===== src/rtl/hilo_pkg.sv =====
package hilo_pkg;

  // Arithmetic form selected by the upper two opcode bits
  typedef enum logic [1:0] {
    FORM_PLAIN = 2'b00,
    FORM_ADD   = 2'b01,
    FORM_SUB   = 2'b10,
    FORM_NONE  = 2'b11
  } form_t;

  localparam int OP_W = 3;

  function automatic form_t op_form(input logic [OP_W-1:0] code);
    return form_t'(code[OP_W-1:1]);
  endfunction

  function automatic logic op_unsigned(input logic [OP_W-1:0] code);
    return code[0];
  endfunction

  function automatic logic op_valid(input logic [OP_W-1:0] code);
    return op_form(code) != FORM_NONE;
  endfunction

endpackage


===== src/rtl/hilo_mul.sv =====
module hilo_mul #(
  parameter int W = 32
) (
  input  logic [W-1:0]   a,
  input  logic [W-1:0]   b,
  input  logic           uns,
  output logic [2*W-1:0] prod
);
  localparam int PW = 2 * W;

  // Widen an operand to the product width, by sign or by zeros
  function automatic logic [PW-1:0] widen(input logic [W-1:0] x, input logic zero_ext);
    logic fill;
    fill = zero_ext ? 1'b0 : x[W-1];
    return {{W{fill}}, x};
  endfunction

  logic [PW-1:0] a_wide;
  logic [PW-1:0] b_wide;

  assign a_wide = widen(a, uns);
  assign b_wide = widen(b, uns);
  // Low PW bits of the widened product are exact for both signednesses
  assign prod   = a_wide * b_wide;

endmodule


===== src/rtl/hilo_acc.sv =====
module hilo_acc #(
  parameter int W = 32
) (
  input  logic [2*W-1:0]      acc,
  input  logic [2*W-1:0]      prod,
  input  hilo_pkg::form_t     form,
  output logic [2*W-1:0]      next_val
);
  import hilo_pkg::*;
  localparam int PW = 2 * W;

  // Combine product with the held value; wraps modulo 2^PW
  function automatic logic [PW-1:0] combine(input logic [PW-1:0] held,
                                            input logic [PW-1:0] p,
                                            input form_t f);
    case (f)
      FORM_PLAIN: return p;
      FORM_ADD:   return held + p;
      FORM_SUB:   return held - p;
      default:    return held;
    endcase
  endfunction

  assign next_val = combine(acc, prod, form);


  always_comb begin
    if (form == FORM_NONE) begin
      hold_on_bad_form_chk: assert (next_val == acc);
    end
  end

endmodule


===== src/rtl/hilo_regs.sv =====
module hilo_regs #(
  parameter int W = 32
) (
  input  logic           clk,
  input  logic           rst_n,
  input  logic           commit,
  input  logic [2*W-1:0] result,
  input  logic           hi_we,
  input  logic [W-1:0]   hi_wdata,
  input  logic           lo_we,
  input  logic [W-1:0]   lo_wdata,
  output logic [W-1:0]   hi_q,
  output logic [W-1:0]   lo_q
);
  localparam int NHALF = 2;

  logic [W-1:0] half_q  [NHALF];
  logic         wr_en   [NHALF];
  logic [W-1:0] wr_data [NHALF];

  // Index 0 is LO (result bits W-1:0), index 1 is HI
  assign wr_en[0]   = lo_we;
  assign wr_en[1]   = hi_we;
  assign wr_data[0] = lo_wdata;
  assign wr_data[1] = hi_wdata;

  for (genvar h = 0; h < NHALF; h++) begin : g_half
    always_ff @(posedge clk or negedge rst_n) begin
      if (!rst_n)          half_q[h] <= '0;
      else if (commit)     half_q[h] <= result[h*W +: W];
      else if (wr_en[h])   half_q[h] <= wr_data[h];
    end


    reset_zero_chk: assert property (@(posedge clk) !rst_n |-> half_q[h] == '0);


    op_beats_write_chk: assert property (@(posedge clk) disable iff (!rst_n)
      (commit && wr_en[h]) |=> half_q[h] == $past(result[h*W +: W]));


    direct_write_chk: assert property (@(posedge clk) disable iff (!rst_n)
      (wr_en[h] && !commit) |=> half_q[h] == $past(wr_data[h]));


    idle_hold_chk: assert property (@(posedge clk) disable iff (!rst_n)
      (!wr_en[h] && !commit) |=> $stable(half_q[h]));
  end

  assign lo_q = half_q[0];
  assign hi_q = half_q[1];

endmodule


===== src/rtl/hilo_mac.sv =====
module hilo_mac #(
  parameter int W = 32
) (
  input  logic         clk,
  input  logic         rst_n,
  input  logic         start,
  input  logic [2:0]   op,
  input  logic [W-1:0] opa,
  input  logic [W-1:0] opb,
  input  logic         hi_we,
  input  logic [W-1:0] hi_wdata,
  input  logic         lo_we,
  input  logic [W-1:0] lo_wdata,
  output logic [W-1:0] hi,
  output logic [W-1:0] lo,
  output logic         done
);
  import hilo_pkg::*;
  localparam int PW = 2 * W;

  // Named internal events
  logic          op_commit;
  logic          op_uns;
  form_t         op_kind;
  logic [PW-1:0] product;
  logic [PW-1:0] held;
  logic [PW-1:0] next_val;

  assign op_kind   = op_form(op);
  assign op_uns    = op_unsigned(op);
  assign op_commit = start && op_valid(op);
  assign held      = {hi, lo};

  hilo_mul #(.W(W)) u_mul (
    .a    (opa),
    .b    (opb),
    .uns  (op_uns),
    .prod (product)
  );

  hilo_acc #(.W(W)) u_acc (
    .acc      (held),
    .prod     (product),
    .form     (op_kind),
    .next_val (next_val)
  );

  hilo_regs #(.W(W)) u_regs (
    .clk      (clk),
    .rst_n    (rst_n),
    .commit   (op_commit),
    .result   (next_val),
    .hi_we    (hi_we),
    .hi_wdata (hi_wdata),
    .lo_we    (lo_we),
    .lo_wdata (lo_wdata),
    .hi_q     (hi),
    .lo_q     (lo)
  );

  always_ff @(posedge clk or negedge rst_n) begin
    if (!rst_n) done <= 1'b0;
    else        done <= start;
  end


  done_after_start_chk: assert property (@(posedge clk) disable iff (!rst_n)
    start |=> done);


  done_quiet_chk: assert property (@(posedge clk) disable iff (!rst_n)
    !start |=> !done);


  bad_code_hold_chk: assert property (@(posedge clk) disable iff (!rst_n)
    (start && !op_valid(op) && !hi_we && !lo_we) |=> ($stable(hi) && $stable(lo)));


  reset_done_low_chk: assert property (@(posedge clk) !rst_n |-> !done);

endmodule


===== config.mk =====
export PLATFORM = sky130hd
export DESIGN_NAME = hilo_mac
export DESIGN_NICKNAME = d
export VERILOG_FILES = /design/src/rtl/hilo_pkg.sv /design/src/rtl/hilo_mul.sv /design/src/rtl/hilo_acc.sv /design/src/rtl/hilo_regs.sv /design/src/rtl/hilo_mac.sv
export SDC_FILE = /design/constraint.sdc
export NUM_CORES = 2
export LEC_CHECK = 0
export CORE_ASPECT_RATIO = 1.1
export CORE_UTILIZATION = 55
export DETAILED_ROUTE_END_ITERATION = 12
export DONT_BUFFER_PORTS = 1
export PLACE_DENSITY = 0.7
export REMOVE_ABC_BUFFERS = 1
export SETUP_SLACK_MARGIN = 0.3
export SKIP_CTS_REPAIR_TIMING = 1
export SYNTH_ARGS = -nofsm -noshare
export SYNTH_HDL_FRONTEND = slang
export SYNTH_SLANG_ARGS = --single-unit

===== constraint.sdc =====
create_clock -name clk -period 8.18 [get_ports clk]
set_input_delay 0 -clock clk [delete_from_list [all_inputs] [get_ports clk]]
set_output_delay 0 -clock clk [all_outputs]
set_load 0.02 [all_outputs]

After elaboration in Yosys (flattened, before gate mapping)
Index checks and enable logic that the tools add are counted.
{"block": "word_totals", "regBits": 65, "latchBits": 0, "mem_bits_rw": 0, "rom_bits": 0, "input_bits": 136, "output_inout_bits": 65, "word_cells": 23, "n_memories": 0}
{"block": "op_classes", "add_sub_neg": 2, "n_mul": 1, "n_div": 0, "magnitude_cmp": 0, "eq_ne": 4, "n_shift": 0, "n_mux": 7, "bitwise": 0, "reduce_logical": 6}
{"cell": "$pmux 64 s3", "n": 1}
{"cell": "$mux 32", "n": 4}
{"cell": "$add 64x64->64", "n": 1}
{"cell": "$mul 33x33->64", "n": 1}
{"cell": "$sub 64x64->64", "n": 1}
{"cell": "$ne 4x1->1 const B", "n": 1}
{"cell": "$reduce_and 2->1", "n": 2}
{"cell": "$reduce_bool 2->1", "n": 2}
{"cell": "$eq 2x1->1 const B", "n": 1}
{"cell": "$eq 2x2->1 const B", "n": 1}
{"cell": "$logic_not 2->1", "n": 1}
{"cell": "$mux 1", "n": 2}
{"cell": "$ne 2x2->1 const B", "n": 1}
{"cell": "$logic_and 1x1->1", "n": 1}

Depth between registers and ports, before layout
{"block": "logic_depth", "depth_word": 5, "mapped_depth": 48, "ltp_nobuf": 44}

By module
Synthesis repeated with hierarchy kept, for this count alone.
{"block": "hier_totals", "cells_unflattened": 5451, "hier_area_um2": 47375.4}
{"mod": "hilo_mul", "instances": 1, "cells_each": 4157, "area_each_um2": 37895.1, "seq_area_each_um2": 0.0}
{"mod": "hilo_acc", "instances": 1, "cells_each": 1014, "area_each_um2": 6428.7, "seq_area_each_um2": 0.0}
{"mod": "hilo_regs", "instances": 1, "cells_each": 278, "area_each_um2": 3015.4, "seq_area_each_um2": 1601.5}
{"mod": "hilo_mac", "instances": 1, "cells_each": 2, "area_each_um2": 36.3, "seq_area_each_um2": 25.0}

Least setup slack after synthesis
OpenSTA, ideal clock, no wires.
{"block": "synth_timing", "kind": "input to register", "startpoint": "in opa[31]", "endpoint": "reg u_regs.half_q, in the netlist u_regs.hi_q[29]", "setup_ns": 0.083, "arrival_time_ns": 10.171, "required_time_ns": 8.097, "path_slack_ns": -2.073, "stages": 44, "path_buffers": 3, "path_cell_list": "nor2b_1 > clkbuf_1 > nand2_1 > inv_1 > fa_1 > fa_1 > fa_1 > inv_1 > fa_1 > inv_1 > fa_1 > fa_1 > inv_1 > fa_1 > fa_1 > inv_1 > ha_1 > clkbuf_1 > [... 8 more ...] > or4b_4 > nor4b_4 > nor2_1 > xnor2_1 > ha_1 > clkbuf_1 > a21o_1 > a21o_1 > a21oi_1 > nor2b_1 > o21ai_0 > nand2b_1 > a21oi_1 > o21ai_0 > xnor2_1 > o21ai_0 > o21ai_0 > o21ai_0"}
{"block": "synth_via", "elab_chain_cells": 5, "elab_cells_between_ends": 6, "cone_classes": "add/sub: 2; mul: 1; mux: 3"}
{"element": "start, declared", "line_no": "hilo_mac.sv:8", "text": "input logic [W-1:0] opa,"}
{"element": "$mux 1", "line_no": "hilo_mul.sv:14", "text": "fill = zero_ext ? 1'b0 : x[W-1];"}
{"element": "$mul 33x33->64 *", "line_no": "hilo_mul.sv:24", "text": "assign prod = a_wide * b_wide;"}
{"element": "$sub 64x64->64 / $add 64x64->64 (equally long branches)", "line_no": "hilo_acc.sv:19, hilo_acc.sv:18"}
{"element": "$pmux 64 s3 *", "line_no": "hilo_acc.sv:16", "text": "case (f)"}
{"element": "$mux 32 *", "line_no": "hilo_regs.sv:30", "text": "else if (commit) half_q[h] <= result[h*W +: W];"}
{"element": "end signal, assigned by index", "line_no": "hilo_regs.sv:30"}
{"element": "end signal, assigned by index", "line_no": "hilo_regs.sv:31", "text": "else if (wr_en[h]) half_q[h] <= wr_data[h];"}
{"element": "end, declared", "line_no": "hilo_regs.sv:17", "text": "logic [W-1:0] half_q [NHALF];"}
Mark *: on every way between the ends. The rest lies on a longest branch, timed or not.
A chain may end at the register's enable or synchronous reset.

Worst setup path after layout
{"block": "layout_timing", "startpoint": "in opa[24]", "endpoint": "reg u_regs.half_q, in the netlist u_regs.hi_q[26]"}
{"block": "layout_via", "elab_chain_cells": 4, "elab_cells_between_ends": 5, "cone_classes": "add/sub: 2; mul: 1; mux: 2"}
{"element": "$mul 33x33->64 *", "line_no": "hilo_mul.sv:24"}
{"element": "$sub 64x64->64 / $add 64x64->64 (equally long branches)", "line_no": "hilo_acc.sv:19, hilo_acc.sv:18"}
{"element": "$pmux 64 s3 *", "line_no": "hilo_acc.sv:16"}
{"element": "$mux 32 *", "line_no": "hilo_regs.sv:30"}
Marks and branches as above.

==> impl_results.rst <==
.. list-table::
   :header-rows: 1

   * - Metric
     - Value
   * - Required @ worst endpoint
     - roughly 8.5 ns
   * - Final hold violation count
     - 1
   * - DIE HEIGHT
     - roughly 310 um
   * - Post-layout nets
     - between 7000 and 8000
   * - CTS tree
     - yes
   * - Post-layout instance area
     - 54000 um^2
   * - End point of the critical path
     - u_regs.hi_q[26]
   * - Total of fill cells in the finished design
     - 7101
   * - Terminus of the critical flop-to-flop path
     - u_regs.hi_q[18]
   * - Aggregate global-route resource usage
     - a little under a third
   * - Setup repair after global routing missed its margin
     - yes
   * - Number of buffer and inverter instances along the worst setup path
     - 8
   * - Setup Viol. Count Final
     - 40
   * - Peak Freq
     - 104 MHz
   * - Weighted congestion at the end of routability-driven global placement
     - roughly 0.96
   * - Combined area of the multi-input logic cells
     - just over 40000 um^2
   * - FF-to-FF path depth
     - 19
   * - Vias post-DR
     - about 40000
   * - Async set-reset flop share out of synthesis
     - 100%
   * - Type of element capturing the critical path
     - flip-flop
   * - Length of the first detailed-routing pass in iterations
     - 6
   * - Met2 wirelength from detailed routing
     - between 60000 and 70000 um
   * - Number of primary I/O pins
     - roughly 200
   * - Result of the run
     - finished, violations left
   * - Reg2reg start
     - u_regs.lo_q[0]
   * - Most common cell after layout, fill and taps aside
     - sky130_fd_sc_hd__fa_1
   * - Launch point of the critical path
     - opa[24]
   * - CTS H-tree lvls
     - 3
   * - Type of the worst min-delay path
     - primary input to flip-flop
   * - Synthesized area divided by synthesized cell count
     - approximately 8.7 um^2
   * - Highest routing layer actually used
     - met5
   * - Row cnt
     - 112
   * - Post-synthesis sequential element count
     - 65
   * - Root Driver
     - sky130_fd_sc_hd__clkbuf_16
   * - Starting density of the core
     - approximately 55%
   * - Portion of the clock cycle consumed by the worst path in the final layout
     - 118%
   * - Sequential cell area
     - 1630 um^2
   * - Min Clock Period, post-route
     - roughly 9.6 ns
   * - Area of the placeable core
     - between 80000 and 90000 um^2
   * - Setup slack, reg-to-reg
     - 3.69 ns
   * - Transition time of the tightest slew-check pin
     - about 1.1 ns
   * - Number of input and output port buffers inserted
     - 0
   * - Arrival time at the worst endpoint
     - between 9 and 10 ns
   * - Cell count along the critical path
     - 40
   * - Number of global-route vias before repair
     - ~41000
   * - Die area
     - 86600 um^2
   * - Placement Cell Area
     - 51400 um^2
   * - Maximum capacitance violations
     - 0
   * - Min setup slack post-route
     - -1.46 ns
   * - Ratio of routed vias to standard cells
     - around 5.6
   * - Wire length on met1
     - around 47000 um
   * - Detailed-route DRC error count
     - 0
   * - Antenna violations before repair
     - 4
   * - Crit start category
     - primary input
   * - Leading cell types in the layout, fill and taps excluded
     - sky130_fd_sc_hd__fa_1, sky130_fd_sc_hd__inv_1, sky130_fd_sc_hd__nand2_1
   * - Delay of the slowest cell on the worst path
     - a little under 0.6 ns
   * - Violated checks
     - negative hold slack, negative setup slack
   * - Per-cell routed wire length
     - about 19 um
   * - Sum of met3 wire segment lengths after detailed routing
     - 7870 um
   * - Number of synthesis warnings
     - 0
   * - Number of design-rule violations left by the first detailed-router iteration
     - 2257
   * - Biggest fanout along the worst timing path
     - 33
   * - Synthesized area
     - around 47000 um^2
   * - Maximum number of pins on one net before global-route repair
     - a little under 90
   * - Detail Route Antenna Nets
     - 0
   * - Cell with the most instances on the worst path
     - sky130_fd_sc_hd__fa_1
   * - Clock Latency Late Sink
     - approximately 0.36 ns
   * - Most common flop cell mapped by yosys
     - sky130_fd_sc_hd__dfrtp_1
   * - CP max stage cell
     - sky130_fd_sc_hd__or4_4
   * - Number of instances in the synthesized netlist
     - 5413
   * - Area growth from synthesis to layout
     - 15.0%
   * - Global-route wire length before repair
     - 212000 um
   * - Detailed-placement wirelength estimate
     - between 100000 and 150000 um
   * - CP delay by family, top
     - adder cells
   * - Sequential fraction of the synthesis area
     - under 10%
   * - Worst relative slew slack
     - around 30%
   * - Number of enable flip-flop cells after synthesis
     - 0
   * - Min Hold Slack
     - -0.00767 ns
   * - Clock transition at the register clock pins on the worst setup and hold paths after CTS
     - approximately 0.060 ns
   * - Remaining global-route overflow
     - 0
   * - Number of max-slew violations in the final report
     - 0
   * - Fraction of final layout cells sized beyond drive strength 1
     - 15.2%
   * - Wirelength, routed
     - roughly 130000 um
   * - Count of clock tree sinks
     - 65
   * - Maximum buffer depth of the clock tree
     - 2
   * - Fin Clk Skew
     - 0.00988 ns
   * - Critical Setup Path Class
     - primary input to flip-flop
   * - Count of different cell masters after synthesis
     - 90
   * - TritonCTS Buffers
     - 9
   * - Die boundary width
     - approximately 280 um
cells in the mapped netlist, types with 5 or more instances:
master	n	area share, %
sky130_fd_sc_hd__a221oi_1	5	0.093
sky130_fd_sc_hd__o31a_1	5	0.093
sky130_fd_sc_hd__o31ai_1	17	0.27
sky130_fd_sc_hd__and3_1	26	0.35
sky130_fd_sc_hd__o21a_1	29	0.46
sky130_fd_sc_hd__nand2b_1	21	0.28
sky130_fd_sc_hd__and2_1	399	5.3
sky130_fd_sc_hd__buf_2	14	0.15
sky130_fd_sc_hd__nand2_1	851	6.8
sky130_fd_sc_hd__nor3_1	43	0.46
sky130_fd_sc_hd__a41oi_1	10	0.19
sky130_fd_sc_hd__a21oi_1	203	2.2
sky130_fd_sc_hd__o21bai_1	21	0.34
sky130_fd_sc_hd__o21ai_1	10	0.11
sky130_fd_sc_hd__xnor2_1	123	2.3
sky130_fd_sc_hd__a31o_2	6	0.11
sky130_fd_sc_hd__dfrtp_1	65	3.5
sky130_fd_sc_hd__or2_2	16	0.21
sky130_fd_sc_hd__buf_1	14	0.11
sky130_fd_sc_hd__a21o_1	74	1.2
sky130_fd_sc_hd__nand3_1	42	0.45
sky130_fd_sc_hd__nand4_1	24	0.32
sky130_fd_sc_hd__inv_1	1106	8.8
sky130_fd_sc_hd__mux2i_1	14	0.30
sky130_fd_sc_hd__a211oi_1	21	0.34
sky130_fd_sc_hd__a311o_1	5	0.11
sky130_fd_sc_hd__fa_1	1126	48
sky130_fd_sc_hd__o211ai_1	34	0.54
sky130_fd_sc_hd__clkbuf_1	264	2.1
sky130_fd_sc_hd__nor2b_1	20	0.27
sky130_fd_sc_hd__a31oi_1	35	0.47
sky130_fd_sc_hd__nor4_1	7	0.093
sky130_fd_sc_hd__o21ai_0	129	1.4
sky130_fd_sc_hd__a211o_1	9	0.17
sky130_fd_sc_hd__nor2_1	170	1.4
sky130_fd_sc_hd__or3_1	14	0.19
sky130_fd_sc_hd__xor2_1	65	1.2
sky130_fd_sc_hd__a221o_1	6	0.13
sky130_fd_sc_hd__ha_1	280	7.5
how the worst min path moves through the flow:
| stage | slack, ns | startpoint | to | cells after the start |
|---|---|---|---|---|
| floorplan | -0.30 | rst_n | done | 0 |
| global placement | -0.29 | rst_n | u_regs.hi_q[28] | 0 |
| detailed placement | -0.29 | rst_n | u_regs.hi_q[26] | 0 |
| CTS | -0.67 | rst_n | u_regs.hi_q[31] | 0 |
| global route | 0.002 | lo_wdata[24] | u_regs.lo_q[24] | 3 |
| finish | -0.008 | lo_wdata[24] | u_regs.lo_q[24] | 3 |
cell type report:
type | instances | share of cell area (%)
inverter | 1107 | 7.69
antenna | 4 | 0.0185
clock buffer | 12 | 0.456
timing repair buffer | 649 | 9.51
clock inverter | 3 | 0.0324
multi-input combinational | 3944 | 76.6
sequential | 65 | 3.01
tap | 1140 | 2.64
cells by family after synthesis:
logic type / Yosys count / share of synthesized area (%)
and+or+nand+nor: 1662 / 16.7
buffers and inverters: 1404 / 11.3
AOI/OAI and AO/OA: 671 / 9.19
DFF: 65 / 3.46
xor gates and xnor gates: 188 / 3.51
muxes: 17 / 0.370
adders and majority gates: 1406 / 55.4
tightest hold or removal path: stages:
cell and delay, ns:
sky130_fd_sc_hd__nor2_1 0.03, sky130_fd_sc_hd__a211oi_2 0.18, sky130_fd_sc_hd__a21o_1 0.10
through the flow:
step	instances	setup WS, ns	hold slack [ns]	util [%]	setup TNS, ns
2_1_floorplan	5116	-2.58	-0.296	-	-56.53
5_1_grt	6921	-1.81	0.00232	63.8	-53.69
3_3_place_gp	6799	-2.02	-0.293	60.7	-57.79
3_5_place_dp	6799	-2.05	-0.294	60.7	-61.14
6_report	6924	-1.46	-0.00767	63.8	-39.51
4_1_cts	6814	-1.74	-0.670	61.0	-46.94
sequential cells by signal (all words and copies together) (netlist names):
register	count
done	1
u_regs.hi_q	32
u_regs.lo_q	32
layer usage:
metal / vias to the layer above / track usage, %
li1: 17100 / -
met2: 1460 / 55.7
met5: - / 0
met1: 19900 / 36.7
met4: 2 / 15.7
met3: 425 / 3.92
Power is left out: the tool's default activity adds up to more than one toggle a clock period on the data nets, which glitch-free logic cannot reach.
